$ cat config.mk
export PLATFORM = sky130hd
export DESIGN_NAME = shift_upset_top
export DESIGN_NICKNAME = d
export VERILOG_FILES = /design/src/rtl/shift_upset_pkg.sv /design/src/rtl/upset_stim_gen.sv /design/src/rtl/upset_shift_chain.sv /design/src/rtl/upset_ref_delay.sv /design/src/rtl/upset_err_tally.sv /design/src/rtl/shift_upset_top.sv
export SDC_FILE = /design/constraint.sdc
export NUM_CORES = 2
export LEC_CHECK = 0
export ABC_AREA = 1
export BUFFER_PORTS_ARGS = -buffer_cell sky130_fd_sc_hd__buf_2
export CORE_AREA = 2 2 412 414
export DETAILED_ROUTE_END_ITERATION = 8
export DIE_AREA = 0 0 414 416
export PLACE_DENSITY = 0.89
export SYNTH_ARGS = -nofsm -noshare
export SYNTH_HDL_FRONTEND = slang
export SYNTH_SLANG_ARGS = --single-unit
$ cat constraint.sdc
create_clock -name clk_i -period 53.2 [get_ports clk_i]
set_input_delay 10.64 -clock clk_i [delete_from_list [all_inputs] [get_ports clk_i]]
set_output_delay 10.64 -clock clk_i [all_outputs]
set_load 0.005 [all_outputs]
$ cat src/rtl/shift_upset_pkg.sv
package shift_upset_pkg;
  typedef enum logic {
    SRC_PRBS  = 1'b0,
    SRC_FIXED = 1'b1
  } src_e;

  localparam int unsigned LFSR_W = 16;

  function automatic logic [LFSR_W-1:0] lfsr_step(input logic [LFSR_W-1:0] s);
    return {s[14:0], s[15] ^ s[13] ^ s[12] ^ s[10]};
  endfunction
endpackage

$ cat src/rtl/upset_stim_gen.sv
module upset_stim_gen
  import shift_upset_pkg::*;
#(
  parameter logic [LFSR_W-1:0] SEED    = 16'hACE1,
  parameter int unsigned       PAT_W   = 8,
  parameter logic [PAT_W-1:0]  PATTERN = 8'hCA
) (
  input  logic clk_i,
  input  logic rst_ni,
  input  logic load_i,
  input  logic step_i,
  input  src_e sel_i,
  output logic bit_o
);
  localparam int unsigned IDX_W = (PAT_W > 1) ? $clog2(PAT_W) : 1;

  logic [LFSR_W-1:0] lfsr_q;
  logic [IDX_W-1:0]  idx_q;

  always_ff @(posedge clk_i or negedge rst_ni) begin
    if (!rst_ni) begin
      lfsr_q <= SEED;
      idx_q  <= '0;
    end else if (load_i) begin
      lfsr_q <= SEED;
      idx_q  <= '0;
    end else if (step_i) begin
      lfsr_q <= lfsr_step(lfsr_q);
      idx_q  <= (idx_q == IDX_W'(PAT_W - 1)) ? '0 : idx_q + 1'b1;
    end
  end

  assign bit_o = (sel_i == SRC_FIXED) ? PATTERN[idx_q] : lfsr_q[LFSR_W-1];

  p_lfsr_nonzero_r2 : assert property (@(posedge clk_i) disable iff (!rst_ni)
    lfsr_q != '0);

  p_idx_range_r3 : assert property (@(posedge clk_i) disable iff (!rst_ni)
    idx_q <= IDX_W'(PAT_W - 1));
endmodule

$ cat src/rtl/upset_shift_chain.sv
module upset_shift_chain #(
  parameter int unsigned SEG_LEN   = 32,
  parameter int unsigned SEG_COUNT = 38
) (
  input  logic clk_i,
  input  logic rst_ni,
  input  logic en_i,
  input  logic din_i,
  output logic dout_o
);
  logic [SEG_LEN-1:0] seg_q  [SEG_COUNT];
  logic               seg_in [SEG_COUNT];

  for (genvar g = 0; g < SEG_COUNT; g++) begin : g_seg
    if (g == 0) begin : g_head
      assign seg_in[g] = din_i;
    end else begin : g_link
      assign seg_in[g] = seg_q[g-1][SEG_LEN-1];
    end

    always_ff @(posedge clk_i or negedge rst_ni) begin
      if (!rst_ni)   seg_q[g] <= '0;
      else if (en_i) seg_q[g] <= {seg_q[g][SEG_LEN-2:0], seg_in[g]};
    end
  end

  assign dout_o = seg_q[SEG_COUNT-1][SEG_LEN-1];

  p_frozen_tail_r8 : assert property (@(posedge clk_i) disable iff (!rst_ni)
    !en_i |=> $stable(seg_q[SEG_COUNT-1]));
endmodule

$ cat src/rtl/upset_ref_delay.sv
module upset_ref_delay #(
  parameter int unsigned DEPTH = 1216
) (
  input  logic clk_i,
  input  logic rst_ni,
  input  logic we_i,
  input  logic din_i,
  output logic dout_o
);
  localparam int unsigned PTR_W = $clog2(DEPTH);

  logic             ring_q [DEPTH];
  logic [PTR_W-1:0] ptr_q;

  always_ff @(posedge clk_i or negedge rst_ni) begin
    if (!rst_ni)   ptr_q <= '0;
    else if (we_i) ptr_q <= (ptr_q == PTR_W'(DEPTH - 1)) ? '0 : ptr_q + 1'b1;
  end

  // read-before-write: slot holds the bit written DEPTH writes ago
  always_ff @(posedge clk_i) begin
    if (we_i) ring_q[ptr_q] <= din_i;
  end

  assign dout_o = ring_q[ptr_q];

  p_ptr_range_r1 : assert property (@(posedge clk_i) disable iff (!rst_ni)
    ptr_q <= PTR_W'(DEPTH - 1));
endmodule

$ cat src/rtl/upset_err_tally.sv
module upset_err_tally #(
  parameter int unsigned CNT_W = 24
) (
  input  logic             clk_i,
  input  logic             rst_ni,
  input  logic             clr_i,
  input  logic             hit_i,
  output logic [CNT_W-1:0] cnt_o,
  output logic             flag_o
);
  localparam logic [CNT_W-1:0] CNT_MAX = '1;

  always_ff @(posedge clk_i or negedge rst_ni) begin
    if (!rst_ni) begin
      cnt_o  <= '0;
      flag_o <= 1'b0;
    end else if (clr_i) begin
      cnt_o  <= '0;
      flag_o <= 1'b0;
    end else if (hit_i) begin
      flag_o <= 1'b1;
      if (cnt_o != CNT_MAX) cnt_o <= cnt_o + 1'b1;
    end
  end

  p_no_overflow_r5 : assert property (@(posedge clk_i) disable iff (!rst_ni)
    (cnt_o == CNT_MAX && !clr_i) |=> cnt_o == CNT_MAX);

  p_sticky_flag_r6 : assert property (@(posedge clk_i) disable iff (!rst_ni)
    (flag_o && !clr_i) |=> flag_o);

  p_clear_on_start_r7 : assert property (@(posedge clk_i) disable iff (!rst_ni)
    clr_i |=> (cnt_o == '0 && !flag_o));
endmodule

$ cat src/rtl/shift_upset_top.sv
module shift_upset_top
  import shift_upset_pkg::*;
#(
  parameter int unsigned       SEG_LEN   = 32,
  parameter int unsigned       SEG_COUNT = 38,
  parameter int unsigned       CNT_W     = 24,
  parameter logic [LFSR_W-1:0] SEED      = 16'hACE1,
  parameter int unsigned       PAT_W     = 8,
  parameter logic [PAT_W-1:0]  PATTERN   = 8'hCA
) (
  input  logic             clk_i,
  input  logic             rst_ni,
  input  logic             start_i,
  input  logic             stop_i,
  input  logic             pat_sel_i,
  output logic             serial_o,
  output logic [CNT_W-1:0] err_cnt_o,
  output logic             err_flag_o
);
  localparam int unsigned DEPTH  = SEG_LEN * SEG_COUNT;
  localparam int unsigned FILL_W = $clog2(DEPTH + 1);

  logic              run_q;
  logic [FILL_W-1:0] fill_q;
  logic              filled;
  logic              shift_en;
  logic              stim_bit;
  logic              chain_bit;
  logic              ref_bit;
  logic              hit;
  src_e              src_sel;

  always_ff @(posedge clk_i or negedge rst_ni) begin
    if (!rst_ni)      run_q <= 1'b0;
    else if (start_i) run_q <= 1'b1;
    else if (stop_i)  run_q <= 1'b0;
  end

  assign shift_en = run_q && !start_i && !stop_i;
  assign filled   = (fill_q == FILL_W'(DEPTH));

  always_ff @(posedge clk_i or negedge rst_ni) begin
    if (!rst_ni)                   fill_q <= '0;
    else if (start_i)              fill_q <= '0;
    else if (shift_en && !filled)  fill_q <= fill_q + 1'b1;
  end

  assign src_sel = src_e'(pat_sel_i);

  upset_stim_gen #(
    .SEED   (SEED),
    .PAT_W  (PAT_W),
    .PATTERN(PATTERN)
  ) u_stim (
    .clk_i (clk_i),
    .rst_ni(rst_ni),
    .load_i(start_i),
    .step_i(shift_en),
    .sel_i (src_sel),
    .bit_o (stim_bit)
  );

  upset_shift_chain #(
    .SEG_LEN  (SEG_LEN),
    .SEG_COUNT(SEG_COUNT)
  ) u_chain (
    .clk_i (clk_i),
    .rst_ni(rst_ni),
    .en_i  (shift_en),
    .din_i (stim_bit),
    .dout_o(chain_bit)
  );

  upset_ref_delay #(
    .DEPTH(DEPTH)
  ) u_ref (
    .clk_i (clk_i),
    .rst_ni(rst_ni),
    .we_i  (shift_en),
    .din_i (stim_bit),
    .dout_o(ref_bit)
  );

  assign hit = shift_en && filled && (chain_bit != ref_bit);

  upset_err_tally #(
    .CNT_W(CNT_W)
  ) u_tally (
    .clk_i (clk_i),
    .rst_ni(rst_ni),
    .clr_i (start_i),
    .hit_i (hit),
    .cnt_o (err_cnt_o),
    .flag_o(err_flag_o)
  );

  assign serial_o = chain_bit;

  p_fill_gate_r4 : assert property (@(posedge clk_i) disable iff (!rst_ni)
    (!start_i && !filled) |=> $stable(err_cnt_o));

  p_idle_no_count_r8 : assert property (@(posedge clk_i) disable iff (!rst_ni)
    (!run_q && !start_i) |=> $stable(err_cnt_o));

  p_start_wins_r7 : assert property (@(posedge clk_i) disable iff (!rst_ni)
    start_i |=> (run_q && fill_q == '0));
endmodule

Word level (Yosys, flattened, before mapping)
Memories as Yosys holds them, arrays and structs flattened.
Cells that the tools add are included.
W data, S select, Z words.
- memories: 2
- bits in read-only memories: 8
- input port bits: 5
- bits in registers: 1283
- word-level logic and storage cells: 93
- latch bits: 0
- output and inout port bits: 26
- RAM bits: 1216
- reduce and logical (&&, ||, !) cells: 14
- muxes and demuxes: 19
- $mul: 0
- $add $sub $neg: 4
- bitwise operators: 3
- shift operators: 0
- order comparisons: 1
- equality and inequality tests: 5
- divide/modulo/power cells: 0
- memory list (name ; words ; bits a word ; read ports ; clocked after memory_dff ; wr ports ; RTL line ; text):
    u_ref.ring_q ; 1216 ; 1 ; 1 ; 0 ; 1 ; upset_ref_delay.sv:12 ; logic ring_q [DEPTH];
    (name not given) ; 8 ; 1 ; 1 ; 0 ; 0 ; upset_stim_gen.sv:33 ; assign bit_o = (sel_i == SRC_FIXED) ? PATTERN[idx_q] : lfsr_q[LFSR_W-1];
- operators with widths (operator ; number):
    $mux W24 ; 3
    $mux W11 ; 3
    $mux W16 ; 2
    $add A24 B1 Y24 const B ; 1
    $ne A24 B24 Y1 const B ; 1
    $add A11 B1 Y11 const B ; 2
    $eq A11 B11 Y1 const B ; 2
    $reduce_bool A2 Y1 ; 5
    $mux W3 ; 3
    $mux W1 ; 8
    $logic_and A1 B1 Y1 ; 5
    $lt A3 B4 Y1 const B ; 1
    $add A3 B1 Y3 const B ; 1
    $eq A3 B3 Y1 const B ; 1
    $logic_not A1 Y1 ; 3
    $xor A1 B1 Y1 ; 3
    $reduce_and A2 Y1 ; 1
    $ne A1 B1 Y1 ; 1

Logic depth before layout (Yosys ltp)
- depth after elaboration: 7
- gate-level depth with buffers: 26
- gate-level depth less buffers: 22

Cells and area by module
A second synthesis with hierarchy kept.
- cell total of the unflattened synthesis: 11761
- area total of the unflattened synthesis: 105408.6 µm²
- modules (own cells, without submodules) (module ; seq. area each (µm²) ; area each (µm²) ; cells an instance ; times used):
    upset_ref_delay ; 36790.3 ; 56659.3 ; 6190 ; 1
    upset_shift_chain ; 30429.2 ; 45357.3 ; 5134 ; 1
    upset_err_tally ; 625.6 ; 1721.7 ; 242 ; 1
    upset_stim_gen ; 485.5 ; 837.1 ; 80 ; 1
    shift_upset_top ; 300.3 ; 833.3 ; 115 ; 1

Worst setup path after synthesis
Ideal clock, no wire load.
- path type: input-to-reg
- start point: input port pat_sel_i
- end point: memory u_ref.ring_q[0] (data pin)
- cell stages on the path: 2
- buffers on the path: 0
- required time: 46449 ps
- library setup time: 6751 ps
- slack: 3105 ps
- arrival: 43343 ps
- path through: o21ai_0 -> o22ai_1
- word-level cells in the longest chain between the ends: 1
- RTL lines (item ; RTL line ; text):
    start, declared ; shift_upset_top.sv:15 ; input logic pat_sel_i,
    $mux W1 ; upset_stim_gen.sv:33 ;
    via stim_bit ; shift_upset_top.sv:27 ; logic stim_bit;
    end, declared ; upset_ref_delay.sv:12 ;
The timed path passes the listed nets, and every way through them passes these cells.

Final worst setup path
- start point: input port start_i
- end point: register u_chain.seg_q[1069] (netlist bit)
- word-level cells in the longest chain between the ends: 3
- RTL lines (item ; RTL line ; text):
    start, declared ; shift_upset_top.sv:13 ; input logic start_i,
    $logic_not A1 Y1 ; shift_upset_top.sv:39 ; assign shift_en = run_q && !start_i && !stop_i;
    $logic_and A1 B1 Y1 (2 in series) ; shift_upset_top.sv:39 ;
    end signal, assigned by index ; upset_shift_chain.sv:23 ; else if (en_i) seg_q[g] <= {seg_q[g][SEG_LEN-2:0], seg_in[g]};
    end, declared ; upset_shift_chain.sv:11 ; logic [SEG_LEN-1:0] seg_q [SEG_COUNT];
Every way passes these cells.
A chain may end at the register's enable or synchronous reset.

==> results.json <==
{
  "status": "finished, final reports clean",
  "synth_common_cells": "nand2_1 (5,456), nor2_1 (1,817), dfrtp_1 (1,275)",
  "wire_per_inst_um": 18.6,
  "antenna_found_initial": 4,
  "drv_cap": 0,
  "skew_ps": 40.2,
  "report.final.slew_viol_count": 0,
  "rows": 151,
  "power_density_nw_per_um2": 41.1,
  "dieArea_um2": 172000,
  "crit_required_ps": 54000,
  "cts_buffers": 234,
  "cts-root-buf": "clkbuf_16",
  "syn_to_final_growth_pct": 8.60,
  "cts_sinks": 2499,
  "vias": 79547,
  "drt_pass1_iterations": 7,
  "fillers": 11343,
  "hold_slack_ps": 441,
  "cts_resized": 0,
  "ys_top_cells_by_area": "edfxtp_1 (35%), dfrtp_1 (30%), nand2_1 (19%), nor2_1 (6.5%), clkbuf_1 (2.1%)",
  "htree_levels": 4,
  "tritoncts": "yes",
  "fin_cells": 13779,
  "synth_top_area_frac": 0.348,
  "grt_max_degree": 291,
  "finalSetupViolations": 0,
  "syn_avg_cell_area_um2": 8.94,
  "dp.cells": 13338,
  "grt_pass1_wl_um": 404000,
  "overflow": 0,
  "worstPathArrival_ps": 15760,
  "cts_buffer_depth": 3,
  "p_leak_nw": 52.6,
  "rsz0062_at_grt": "false",
  "fp.dieW_um": 414,
  "start_util": 0.625,
  "synthArstFlopShare": 0.513,
  "seqCellArea_um2": 68600,
  "irDropWorstVdd_uv": 50.0,
  "synth.most_common_cell": "nand2_1",
  "grt_pass1_vias": 77874,
  "ys_seq_elements": 2499,
  "synthCells": 11751,
  "fin_area_um2": 114000,
  "path_max_fanout": 113,
  "cp-end-kind": "register",
  "dp_hpwl_um": 123000,
  "clkTransAtPathRegs_ps": 70,
  "setup_tns_ps": 0,
  "layout-drive-gt1-share": 0.0484,
  "postCtsSetupRepairBufs": 0,
  "power_mw": 4.68,
  "vias_per_cell": 5.77,
  "hold_violations": 0,
  "drt_iter0_markers": 12475,
  "final_core_util": 0.678,
  "synth_cell_types": 40,
  "multi_input_area_um2": 32200,
  "start_kind": "input pin",
  "fin_crit_sh": 0.281,
  "synth_ff_type": "dfrtp_1",
  "postRouteAntennaNets": 0,
  "track_usage": 0.294,
  "min_path_type": "reg2reg",
  "port_buffers": 30,
  "worst_pin_slew_ps": 1420,
  "yosys_warnings": 0,
  "drc": 0,
  "fmaxAchievable_mhz": 66.8,
  "design.core.area_um2": 168000,
  "clk_latency_ps": 910,
  "min_period_ps": 14960,
  "seq_area_frac_synth": 0.653,
  "gp_congestion": 0.862,
  "synth_nets": 11765,
  "place_ws_ps": 37490,
  "slew_headroom": 0.0469,
  "synth-edff-count": 1216,
  "post_dp_cell_area_um2": 106000,
  "path_class": "in2reg",
  "routed_wl_um": 256000,
  "hold_buffers": 0,
  "synth_area_leader_cell": "edfxtp_1",
  "io_pins": 31,
  "nets": 11370,
  "die_h_um": 416,
  "timing.final.ws_setup_ps": 38240,
  "netlist_area_um2": 105000
}
==> power by group <==
group	internal [mW]	switching (mW)	leakage, nW	total [mW]
registers	2.12	0.0463	28.7	2.17
logic	0.193	0.588	20.0	0.781
clock network	0.997	0.740	3.93	1.74
total	3.31	1.37	52.6	4.68
==> sequential cells by signal, indices dropped and copies added (netlist names) <==
register        flops
u_tally.flag_o      1
u_stim.idx_q        3
u_chain.seg_in     37
u_tally.cnt_o      24
fill_q             11
u_ref.ptr_q        11
u_chain.seg_q    1178
u_chain.dout_o      1
u_ref.ring_q     1216
u_stim.lfsr_q      16
run_q               1
==> cell usage in the layout (no fill, tap or decap), types with 4 or more instances in the layout <==
cell type,count
a22oi_1,7
xor2_1,14
nand4_1,11
inv_6,5
a31oi_1,4
dfrtp_1,1273
buf_2,29
dfstp_2,8
nor2_1,1810
inv_1,400
edfxtp_1,1216
clkbuf_16,238
clkinv_1,30
nor4_1,10
buf_4,73
inv_16,6
nand3_4,20
nor3_1,53
nand2_4,9
xnor2_1,8
clkbuf_8,38
nand2_1,5444
a21oi_1,17
ha_1,9
o21ai_1,88
nand2_2,6
bufinv_16,25
o22ai_1,10
buf_12,10
nor2_4,6
clkinv_2,40
o21ai_0,364
nand3_2,11
clkbuf_1,44
nand3_1,181
clkinvlp_4,11
==> area by class of cell <==
class / instances / area share
clock inverter: 118 / 0.0120
inverter: 409 / 0.0137
multi-input combinational: 8100 / 0.282
antenna: 2 / 0.0000439
sequential: 2499 / 0.602
clock buffer: 321 / 0.0583
timing repair buffer: 112 / 0.00783
tap: 2218 / 0.0243
==> logic make-up after synthesis <==
group                      after synthesis  synth area share
xor gates and xnor gates                22           0.00183
AOI/OAI and AO/OA                      496            0.0241
and+or+nand+nor                       7573             0.276
adders and majority gates                9           0.00107
DFF                                   2499             0.653
buffers and inverters                 1152            0.0440
==> path summary, 6_finish.rpt <==
| check | slack [ps] | start | cells after the start | to |
|---|---|---|---|---|
| setup / recovery | 38240 | start_i | 10 | u_chain.seg_q[1069] |
| hold / removal | 440 | u_chain.seg_q[1027] | 2 | u_chain.seg_q[1028] |
| setup reg to reg | 46820 | u_ref.ptr_q[0] | 23 | u_tally.cnt_o[19] |
| hold reg to reg | 440 | u_chain.seg_q[1027] | 2 | u_chain.seg_q[1028] |
| max in group asynchronous | 40030 | rst_ni | 4 | u_chain.seg_q[590] |
| min in group asynchronous | 9730 | rst_ni | 1 | u_chain.seg_q[290] |
==> per-layer routing <==
layer,GRT usage,vias to the layer above,share of wire
met1,0.380,37726,0.35
met3,0.0733,1204,0.13
met4,0.150,4,0.056
met5,0.000556,-,0.000090
li1,-,35778,-
met2,0.466,4835,0.46
==> worst max-delay path, stage by stage <==
cell     delay (ps)
buf_2           450
nor2_4           60
buf_4           280
inv_8           370
buf_4           700
buf_4           840
buf_4           930
buf_4           860
nand2_1         150
nand2_1         130
Note: power is estimated with default switching activity, not from simulation.
